**src/rtl/can_bo_pkg.sv**
```systemverilog
package can_bo_pkg;
  typedef enum logic {
    NODE_ACTIVE = 1'b0,
    NODE_BUSOFF = 1'b1
  } node_state_e;
endpackage

```
**src/rtl/can_tec_counter.sv**
```systemverilog
// Transmit error count: +INC_STEP per error, -1 per success, floor at zero.
// Frozen while held or once the count passes LIMIT; cleared on recovery.
module can_tec_counter #(
  parameter int INC_STEP = 8,
  parameter int LIMIT    = 255,
  parameter int W        = 9
) (
  input  logic         clk,
  input  logic         rst,
  input  logic         inc,
  input  logic         dec,
  input  logic         hold,
  input  logic         clear,
  output logic [W-1:0] tec,
  output logic         over
);
  logic [W-1:0] sum;
  logic [W-1:0] nxt;

  always_comb begin
    sum = tec + (inc ? W'(INC_STEP) : '0);
    nxt = (dec && (sum != '0)) ? sum - W'(1) : sum;
  end

  assign over = (tec > W'(LIMIT));

  always_ff @(posedge clk) begin
    if (rst || clear) tec <= '0;
    else if (!hold && !over) tec <= nxt;
  end
endmodule

```
**src/rtl/can_recess_runs.sv**
```systemverilog
// Counts complete runs of RUN_LEN strobed recessive bits; raises done after RUN_NUM.
module can_recess_runs #(
  parameter int RUN_LEN = 11,
  parameter int RUN_NUM = 128
) (
  input  logic clk,
  input  logic rst,
  input  logic enable,
  input  logic clear,
  input  logic strobe,
  input  logic rx,
  output logic done
);
  localparam int LEN_W = $clog2(RUN_LEN + 1);
  localparam int NUM_W = $clog2(RUN_NUM + 1);

  logic [LEN_W-1:0] len_q;
  logic [NUM_W-1:0] num_q;
  logic             run_end;
  logic             last_run;

  assign run_end  = (len_q == LEN_W'(RUN_LEN - 1));
  assign last_run = (num_q == NUM_W'(RUN_NUM - 1));

  always_ff @(posedge clk) begin
    if (rst || clear) begin
      len_q <= '0;
      num_q <= '0;
      done  <= 1'b0;
    end else if (enable && strobe && !done) begin
      if (!rx) begin
        len_q <= '0;
      end else if (run_end) begin
        len_q <= '0;
        num_q <= num_q + NUM_W'(1);
        if (last_run) done <= 1'b1;
      end else begin
        len_q <= len_q + LEN_W'(1);
      end
    end
  end
endmodule

```
**src/rtl/can_busoff_fsm.sv**
```systemverilog
// Node state, pending software request and registered state outputs.
module can_busoff_fsm
  import can_bo_pkg::*;
(
  input  logic clk,
  input  logic rst,
  input  logic over,
  input  logic seq_done,
  input  logic auto_mode,
  input  logic sw_req,
  output logic leave,
  output logic bus_off_q,
  output logic active_q
);
  node_state_e state_q, state_d;
  logic        pending_q;

  always_comb begin
    leave   = (state_q == NODE_BUSOFF) && seq_done && (auto_mode || pending_q || sw_req);
    state_d = state_q;
    if (state_q == NODE_ACTIVE && over) state_d = NODE_BUSOFF;
    else if (leave)                     state_d = NODE_ACTIVE;
  end

  always_ff @(posedge clk) begin
    if (rst) begin
      state_q   <= NODE_ACTIVE;
      bus_off_q <= 1'b0;
      active_q  <= 1'b1;
      pending_q <= 1'b0;
    end else begin
      state_q   <= state_d;
      bus_off_q <= (state_d == NODE_BUSOFF);
      active_q  <= (state_d == NODE_ACTIVE);
      if (leave) pending_q <= 1'b0;
      else if (state_q == NODE_BUSOFF && sw_req) pending_q <= 1'b1;
    end
  end
endmodule

```
**src/rtl/can_busoff_ctrl.sv**
```systemverilog
module can_busoff_ctrl #(
  parameter int INC_STEP     = 8,
  parameter int BUSOFF_LIMIT = 255,
  parameter int RUN_LEN      = 11,
  parameter int RUN_NUM      = 128,
  localparam int TEC_W       = $clog2(BUSOFF_LIMIT + INC_STEP + 1)
) (
  input  logic             clk,
  input  logic             rst,
  input  logic             err_inc,
  input  logic             err_dec,
  input  logic             rx_bit,
  input  logic             bit_strobe,
  input  logic             auto_recover,
  input  logic             sw_recover_req,
  output logic             bus_off,
  output logic             node_active,
  output logic             recovery_done,
  output logic [TEC_W-1:0] tec_value
);
  logic over;
  logic leave;

  can_tec_counter #(.INC_STEP(INC_STEP), .LIMIT(BUSOFF_LIMIT), .W(TEC_W)) u_tec (
    .clk(clk), .rst(rst), .inc(err_inc), .dec(err_dec),
    .hold(bus_off), .clear(leave), .tec(tec_value), .over(over)
  );

  can_recess_runs #(.RUN_LEN(RUN_LEN), .RUN_NUM(RUN_NUM)) u_runs (
    .clk(clk), .rst(rst), .enable(bus_off), .clear(leave),
    .strobe(bit_strobe), .rx(rx_bit), .done(recovery_done)
  );

  can_busoff_fsm u_fsm (
    .clk(clk), .rst(rst), .over(over), .seq_done(recovery_done),
    .auto_mode(auto_recover), .sw_req(sw_recover_req), .leave(leave),
    .bus_off_q(bus_off), .active_q(node_active)
  );
endmodule

```
**config.mk**
```make
export PLATFORM = sky130hd
export DESIGN_NAME = can_busoff_ctrl
export DESIGN_NICKNAME = d
export VERILOG_FILES = /design/src/rtl/can_bo_pkg.sv /design/src/rtl/can_tec_counter.sv /design/src/rtl/can_recess_runs.sv /design/src/rtl/can_busoff_fsm.sv /design/src/rtl/can_busoff_ctrl.sv
export SDC_FILE = /design/constraint.sdc
export NUM_CORES = 1
export LEC_CHECK = 0
export BUFFER_PORTS_ARGS = -buffer_cell sky130_fd_sc_hd__buf_2
export CAP_MARGIN = 20
export CORE_ASPECT_RATIO = 1.4
export CORE_MARGIN = 3
export CORE_UTILIZATION = 50
export DETAILED_ROUTE_END_ITERATION = 10
export PLACE_DENSITY = 0.79
export RECOVER_POWER = 50
export SYNTH_ARGS = -nofsm -noshare
export SYNTH_HDL_FRONTEND = slang
export SYNTH_SLANG_ARGS = --single-unit
```
**constraint.sdc**
```tcl
create_clock -name clk -period 2.55 [get_ports clk]
set_input_delay 0.51 -clock clk [delete_from_list [all_inputs] [get_ports clk]]
set_output_delay 0.51 -clock clk [all_outputs]
set_load 0.02 [all_outputs]
```
* After elaboration in Yosys (flattened, before gate mapping) *
Cells that the tools add are included.

word-level totals
  register bits after elaboration = 25
  input bits = 8
  output and inout port bits = 12
  word-level logic and storage cells = 40

cells by class
  add/sub/neg operators = 4
  $lt $le $gt $ge = 1
  eq/ne operators = 2
  multiplexer cells = 6
  bitwise logic cells = 2
  reductions and logical operators = 18

operator list
  operator                                                                         count
  4-bit 2-to-1 mux                                                                 3
  9-bit adder                                                                      1
  9-bit by 8-bit greater-than comparator with 1-bit output, second input constant  1
  9-bit 2-to-1 mux                                                                 1
  9-bit nonzero test                                                               1
  9-bit by 1-bit subtractor with 9-bit output, second input constant               1
  8-bit by 1-bit adder with 8-bit output, second input constant                    1
  8-bit by 7-bit == test with 1-bit output, second input constant                  1
  1-bit logical AND                                                                8
  4-bit by 1-bit adder with 4-bit output, second input constant                    1
  4-bit == test, second input constant                                             1
  4-bit AND reduction                                                              1
  1-bit logical NOT                                                                3
  1-bit logical OR                                                                 3
  3-bit AND reduction                                                              1
  1-bit 2-to-1 mux                                                                 2
  1-bit inverter                                                                   2
  2-bit OR reduction                                                               1

* Longest topological paths before layout *
Gate-level depths: netlist (run 1).

  word-level depth = 6
  gate-level depth with buffers = 9
  gate-level depth less buffers = 8

* By module *
Synthesis (run 1) repeated with hierarchy kept, for this count alone.

unflattened totals
  cells, all modules = 193
  area total of the unflattened synthesis = 1,634.1 um^2

by module, submodules not included
  module           times used  cells an instance  area an instance (um^2)
  can_tec_counter  1           106                823.3
  can_recess_runs  1           78                 713.2
  can_busoff_fsm   1           9                  97.6

* Worst setup path after synthesis (run 1) *
Ideal clock, no wire load.

  path kind = input-to-reg
  from = in err_inc
  to = reg u_tec.tec[7]
  arrival = 2.501 ns
  slack = -0.022 ns
  stages on the path = 9
  buffers on the path = 1
  cells stage by stage = ha_1 -> ha_1 -> buf_6 -> xnor2_1 -> a31oi_1 -> nor4_2 -> or4_1 -> a21oi_1 -> mux2i_1

between the ends
  word-level cells in the longest chain between the ends = 5
  elaborated cells on any way between the ends = 6

ends and longest elaborated chain
  item                                                                                 line                   RTL
  start, declared                                                                      can_busoff_ctrl.sv:10  input logic err_inc,
  4-bit 2-to-1 mux (*)                                                                 can_tec_counter.sv:21  sum = tec + (inc ? W'(INC_STEP) : '0);
  9-bit adder (*)                                                                      can_tec_counter.sv:21
  branches (longest 2 deep; another with 9-bit by 1-bit subtractor with 9-bit output)  n/a
  9-bit 2-to-1 mux (*)                                                                 can_tec_counter.sv:22  nxt = (dec && (sum != '0)) ? sum - W'(1) : sum;
  end signal, assigned                                                                 can_tec_counter.sv:29  else if (!hold && !over) tec <= nxt;
  end, declared                                                                        can_tec_counter.sv:14  output logic [W-1:0] tec,

Every way passes the cells marked *.
A chain may end at the register's enable or synchronous reset.

* Final worst setup path (run 1) *
  from = reg u_tec.tec[3]
  to = reg u_tec.tec[7]

between the ends
  word-level cells in the longest chain between the ends = 4
  elaborated cells on any way between the ends = 8

ends and longest elaborated chain
  item
  branches (longest 4 deep; another with 9-bit adder)

Several ways; the timed one is not identified.

==> impl_metrics.yaml, run 1 <==
status:
  status: "finished clean"
power_and_ir_drop:
  seqPwrFrac: 0.387
  power.switching_mw: 0.552
  ir_drop_mv: 0.562
  swShare: 0.393
  finalPower_mw: 1.41
  power_leakage_nw: 0.659
  combPwrFrac: 0.491
  p_int_mw: 0.853
  p_per_area_nw_per_um2: 837
  clkPwrFrac: 0.122
hold_path:
  hold_path.class: "in -> reg"
  worstHoldPathCells: 3
grt:
  antenna_found_initial: 0
  grt_max_degree: 21
  grt_usage: 0.189
  overflow: 0
  grt_pass1_vias: 1340
  grt_pass1_wl_um: 5310
place:
  io_buffers: 19
  place_area_um2: 1620
  place_inst: 226
  place_congestion: 0.863
  preCtsSetupSlack_ns: -0.182
  hpwl_um: 2390
synthesis:
  synthesis.area_um2: 1420
  ys_warn_count: 0
  synth_nets: 179
  synth.distinct_cells: 43
  synth_seq_area_share: 0.353
  ys_ff_latch: 25
  synthArstFlopShare: 0
  synthCells: 164
  synth_edf_count: 0
  ys.flop_type: "dfxtp_1"
  synth_area_per_cell_um2: 8.65
drt:
  wl_um: 3110
  dr_total_vias: 1320
  wl_per_cell_um: 13.5
  drtIter0Drc: 17
  ant_nets: 0
  dr.pass1.iters: 5
  drc: 0
  viasPerCell: 5.74
floorplan:
  start_util: 0.531
  die_height_um: 69.0
  fp.dieW_um: 51.0
  die_area_um2: 3520
  row_count: 22
  core-area_um2: 2670
  ioPinCount: 20
sta:
  setup_slack_ns: 0.0824
  final.setup.tns_ns: 0
  hold-worst-slack_ns: 0.442
  setup_violations: 0
  drv_slew: 0
  max_freq_mhz: 405
  period_needed_ns: 2.47
  finalCritPeriodShare: 0.968
  tightestPinTransition_ns: 0.563
  rsz0062_at_grt: "true"
  fin_worst_skew_ns: 0.00469
  slew_headroom: 0.623
  hold_viol_final: 0
worst_setup_path:
  cp_data_arrival_time_ns: 2.72
  critPathLaunchType: "register"
  crit_required_ns: 2.80
  path_max_fanout: 5
  path_class: "reg -> reg"
  max_stage_delay_ns: 0.47
  critPathBufInv: 0
  cp.depth: 7
  critPathTopFamily: "simple AND/OR/NAND/NOR gates"
  crit_chain: "ha_4, or3b_4, or3_4, nor4_2, o31ai_1, a21oi_1, mux2i_1"
  cp-end-kind: "register"
  slowest_stage: "nor4_2"
  r2r_cells: 7
cells_and_area:
  final_cell_mix: "nor2_1 (24), dfxtp_1 (23), buf_2 (18)"
  stdcell_count: 230
  layout_commonest_cell: "nor2_1"
  num_antenna_cells: 0
  area_growth_pct: 18.3
  fin_area_um2: 1680
  nets: 210
  drive_gt1_frac: 0.247
  finalCoreUtilization: 0.629
clock_tree:
  ctsHoldBuffers: 0
  cts_resized: 0
  clockBufferDepth: 2
  cts_tree: "built"
  cts.sinks: 25
  insertion_delay_ns: 0.31
  path_clk_slew_ns: 0.13
  post_cts_buffers: 0
  cts_max_level: 1
  cts_buffers: 3
  root_buffer: "clkbuf_4"
run:
  cap_violations: 0
per-layer routing:
layer / global-route usage / vias to the layer above / part of all wire
met5: 0 / - / 0
met4: 0.114 / 0 / 0.024
met3: 0.0367 / 10 / 0.030
met2: 0.339 / 30 / 0.54
met1: 0.192 / 625 / 0.41
li1: - / 655 / -
worst min-delay path, cell delays in order:
cell,delay [ns]
buf_2,0.09
a21oi_1,0.06
nor2_1,0.07
logic make-up after synthesis:
group | share of synthesized area
buffers and inverters | 0.0529
adders and majority gates | 0.0617
DFF | 0.353
and+or+nand+nor | 0.272
xor gates and xnor gates | 0.0679
muxes | 0.0212
AOI/OAI and AO/OA | 0.171
sequential cells by signal, summed over array words and instances (netlist names):
name             flops
u_runs.len_q         4
u_tec.tec            9
u_fsm.pending_q      1
u_runs.done          1
u_runs.num_q         8
u_fsm.bus_off_q      1
u_fsm.active_q       1
worst paths after layout:
check | from | endpoint | slack, ns
setup reg to reg | u_tec.tec[3]$_SDFFE_PP0P_ | u_tec.tec[7]$_SDFFE_PP0P_ | 0.08
hold / removal | sw_recover_req | u_fsm.pending_q$_SDFFE_PP0P_ | 0.44
hold reg to reg | u_fsm.pending_q$_SDFFE_PP0P_ | u_fsm.pending_q$_SDFFE_PP0P_ | 0.50
setup / recovery | u_tec.tec[3]$_SDFFE_PP0P_ | u_tec.tec[7]$_SDFFE_PP0P_ | 0.08
power groups by stage:
stage          sequential, mW  clock, mW  combinational, mW
6_report                0.544      0.171              0.690
5_1_grt                 0.558      0.200              0.756
4_1_cts                 0.529      0.180              0.653
3_5_place_dp            0.538          0              0.650
3_3_place_gp            0.535          0              0.631
2_1_floorplan           0.577          0              0.405
synthesized netlist by cell type, types with 2 or more instances:
cell       n  area (um^2)
nor4_2     2         25.0
a31oi_1    2         12.5
xnor2_1    6         52.6
mux2i_1    3         30.0
nand2b_1   2         12.5
ha_1       7         87.6
or4_1      2         15.0
inv_1      8         30.0
xor2_1     5         43.8
nor2_1    24         90.1
a21oi_1   12         60.1
or3_1      5         31.3
o41ai_4    2         55.1
nand4_1    4         25.0
o21ai_0    7         35.0
nand2_1    6         22.5
nor2b_1    2         12.5
dfxtp_1   25          500
nor3_1     3         15.0
clkbuf_1   3         11.3
nand3_1    9         45.0
nor4_1     2         12.5
and3_1     3         18.8
final cells by class:
| class | count | area [um^2] |
|---|---|---|
| clock inverters | 1 | 5.00 |
| multi-input cells | 125 | 877 |
| flip-flops and latches | 25 | 508 |
| repair buffers | 32 | 191 |
| inverters | 8 | 30.0 |
| fillers | 255 | 991 |
| clock buffers | 3 | 22.5 |
| well taps | 36 | 45.0 |
No activity file was read; power rests on OpenSTA's default activity.
==> run 2, diff against run 1 <==
PLACE_DENSITY = 0.76   (was 0.79)
SKIP_CTS_REPAIR_TIMING = 1   (was not set)
clock period = 2.7 ns   (was 2.55 ns; I/O delays follow)
==> impl_metrics.yaml, run 2 (synthesis results as in run 1) <==
cells_and_area:
  layout_commonest_cell: "dfxtp_1"
  finalCoreUtilization: 0.593
  num_antenna_cells: 0
  area_growth_pct: 11.6
  drive_gt1_frac: 0.132
  top_register: "u_tec.tec"
  top_regs: "u_tec.tec: 9 flops, u_runs.num_q: 8 flops, u_runs.len_q: 4 flops"
  final_cell_mix: "dfxtp_1 (25), nor2_1 (24), a21oi_1 (12), clkbuf_1 (12)"
  largest_reg_flops: 9
  nets: 205
power_and_ir_drop:
  seqPwrFrac: 0.420
  p_per_area_nw_per_um2: 765
  ir_drop_mv: 0.414
  power_leakage_nw: 0.590
  power.switching_mw: 0.484
  p_int_mw: 0.729
  combPwrFrac: 0.450
  finalPower_mw: 1.21
  clkPwrFrac: 0.130
  swShare: 0.399
floorplan:
  fp.dieW_um: 51.0
  die_height_um: 69.0
  ioPinCount: 20
  start_util: 0.531
  die_area_um2: 3520
  row_count: 22
  core-area_um2: 2670
grt:
  grt_usage: 0.182
  grt_pass1_vias: 1223
  antenna_found_initial: 0
  overflow: 0
  grt_pass1_wl_um: 5130
  grt_max_degree: 21
worst_setup_path:
  r2r_cells: 8
  rrSetupSlack_ns: 0.19
  r2r_start: "u_tec.tec[1]$_SDFFE_PP0P_"
  path_max_fanout: 6
  path_class: "reg -> reg"
  crit_start: "u_tec.tec[1]$_SDFFE_PP0P_"
  cp_data_arrival_time_ns: 2.76
  cp-end-kind: "register"
  crit_chain: "inv_1, ha_1, or3b_1, or3_4, o41ai_4, o21ai_1, a21oi_1, mux2i_1"
  crit_required_ns: 2.95
  critPathLaunchType: "register"
  r2r-end: "u_tec.tec[6]$_SDFFE_PP0P_"
  max_stage_delay_ns: 0.48
  slowest_stage: "o41ai_4"
drt:
  dr_total_vias: 1246
  wl_per_cell_um: 12.6
  ant_nets: 0
  drtIter0Drc: 20
  wl_um: 2830
  dr.pass1.iters: 4
  viasPerCell: 5.54
  drc: 0
clock_tree:
  cts_tree: "built"
  root_buffer: "clkbuf_4"
  clockBufferDepth: 2
  cts_max_level: 1
  cts.sinks: 25
  insertion_delay_ns: 0.30
  cts_buffers: 3
  path_clk_slew_ns: 0.13
sta:
  setup_violations: 0
  drv_slew: 0
  tightestPinTransition_ns: 0.841
  slew_headroom: 0.440
  finalCritPeriodShare: 0.930
  max_freq_mhz: 398
  rsz0062_at_grt: "false"
  hold_viol_final: 0
  period_needed_ns: 2.51
  fin_worst_skew_ns: 0.00225
  final.setup.tns_ns: 0
run:
  cap_violations: 0
place:
  hpwl_um: 2250
  place_congestion: 0.872
  io_buffers: 19
hold_path:
  worstHoldPathCells: 3
  hold_start: "sw_recover_req"
  hold_path.class: "in -> reg"
  holdPathEnd: "u_fsm.pending_q$_SDFFE_PP0P_"
status:
  status: "finished clean"
## run 2: cell types whose count changed in the layout (fill, tap and decap cells not counted), moves of 2 or more
| cell | before | now |
|---|---|---|
| clkbuf_1 | 1 | 12 |
| buf_2 | 18 | 9 |
| buf_4 | 13 | 7 |
| dfxtp_1 | 23 | 25 |
| dfxtp_4 | 2 | 0 |
| ha_1 | 5 | 7 |
| ha_4 | 2 | 0 |
## run 2: power by group through the flow
stage | registers [mW] | logic [mW] | clock network [mW]
finish | 0.509 | 0.546 | 0.158
floorplan | 0.545 | 0.376 | 0
global placement | 0.510 | 0.546 | 0
global route | 0.524 | 0.610 | 0.180
CTS | 0.507 | 0.561 | 0.166
detailed placement | 0.516 | 0.557 | 0
## run 2: layout make-up
cell class                 count  area, um^2
multi-input combinational    125         843
inverter                       8        30.0
fill                         264        1090
sequential                    25         500
tap                           36        45.0
timing repair buffer          27         139
clock buffer                   4        26.3
## run 2: per-layer routing
metal	track usage	share of wire	up-vias
li1	-	-	645
met1	0.206	0.42	580
met2	0.336	0.54	17
met3	0.0259	0.024	4
met4	0.0599	0.012	0
met5	0	0	-
## run 2: stage by stage
step | hold slack, ns | instance area, um^2 | instances | setup WS [ns]
final | 0.475 | 1580 | 225 | 0.190
after global routing | 0.467 | 1580 | 225 | 0.00177
after CTS | 0.461 | 1600 | 225 | 0.195
after detailed placement | 0.455 | 1570 | 221 | -0.0367
after global placement | 0.446 | 1570 | 221 | 0.0243
after floorplan | 0.432 | 1420 | 164 | 0.0978
## run 2: worst max path at each step
stage,endpoint,cells after the start
global placement,u_tec.tec[6]$_SDFFE_PP0P_,8
global route,u_tec.tec[0]$_SDFFE_PP0P_,8
floorplan,u_tec.tec[7]$_SDFFE_PP0P_,9
CTS,u_tec.tec[6]$_SDFFE_PP0P_,8
finish,u_tec.tec[6]$_SDFFE_PP0P_,8
detailed placement,u_tec.tec[6]$_SDFFE_PP0P_,8
## run 2: worst max-delay path, delay by kind of cell, from the launching register on
kind,cells,cell delay (ns)
adders and majority gates,1,0.19
buffers and inverters,1,0.17
AOI/OAI and AO/OA,3,0.76
and+or+nand+nor,2,0.78
DFF,1,0.37
muxes,1,0.19
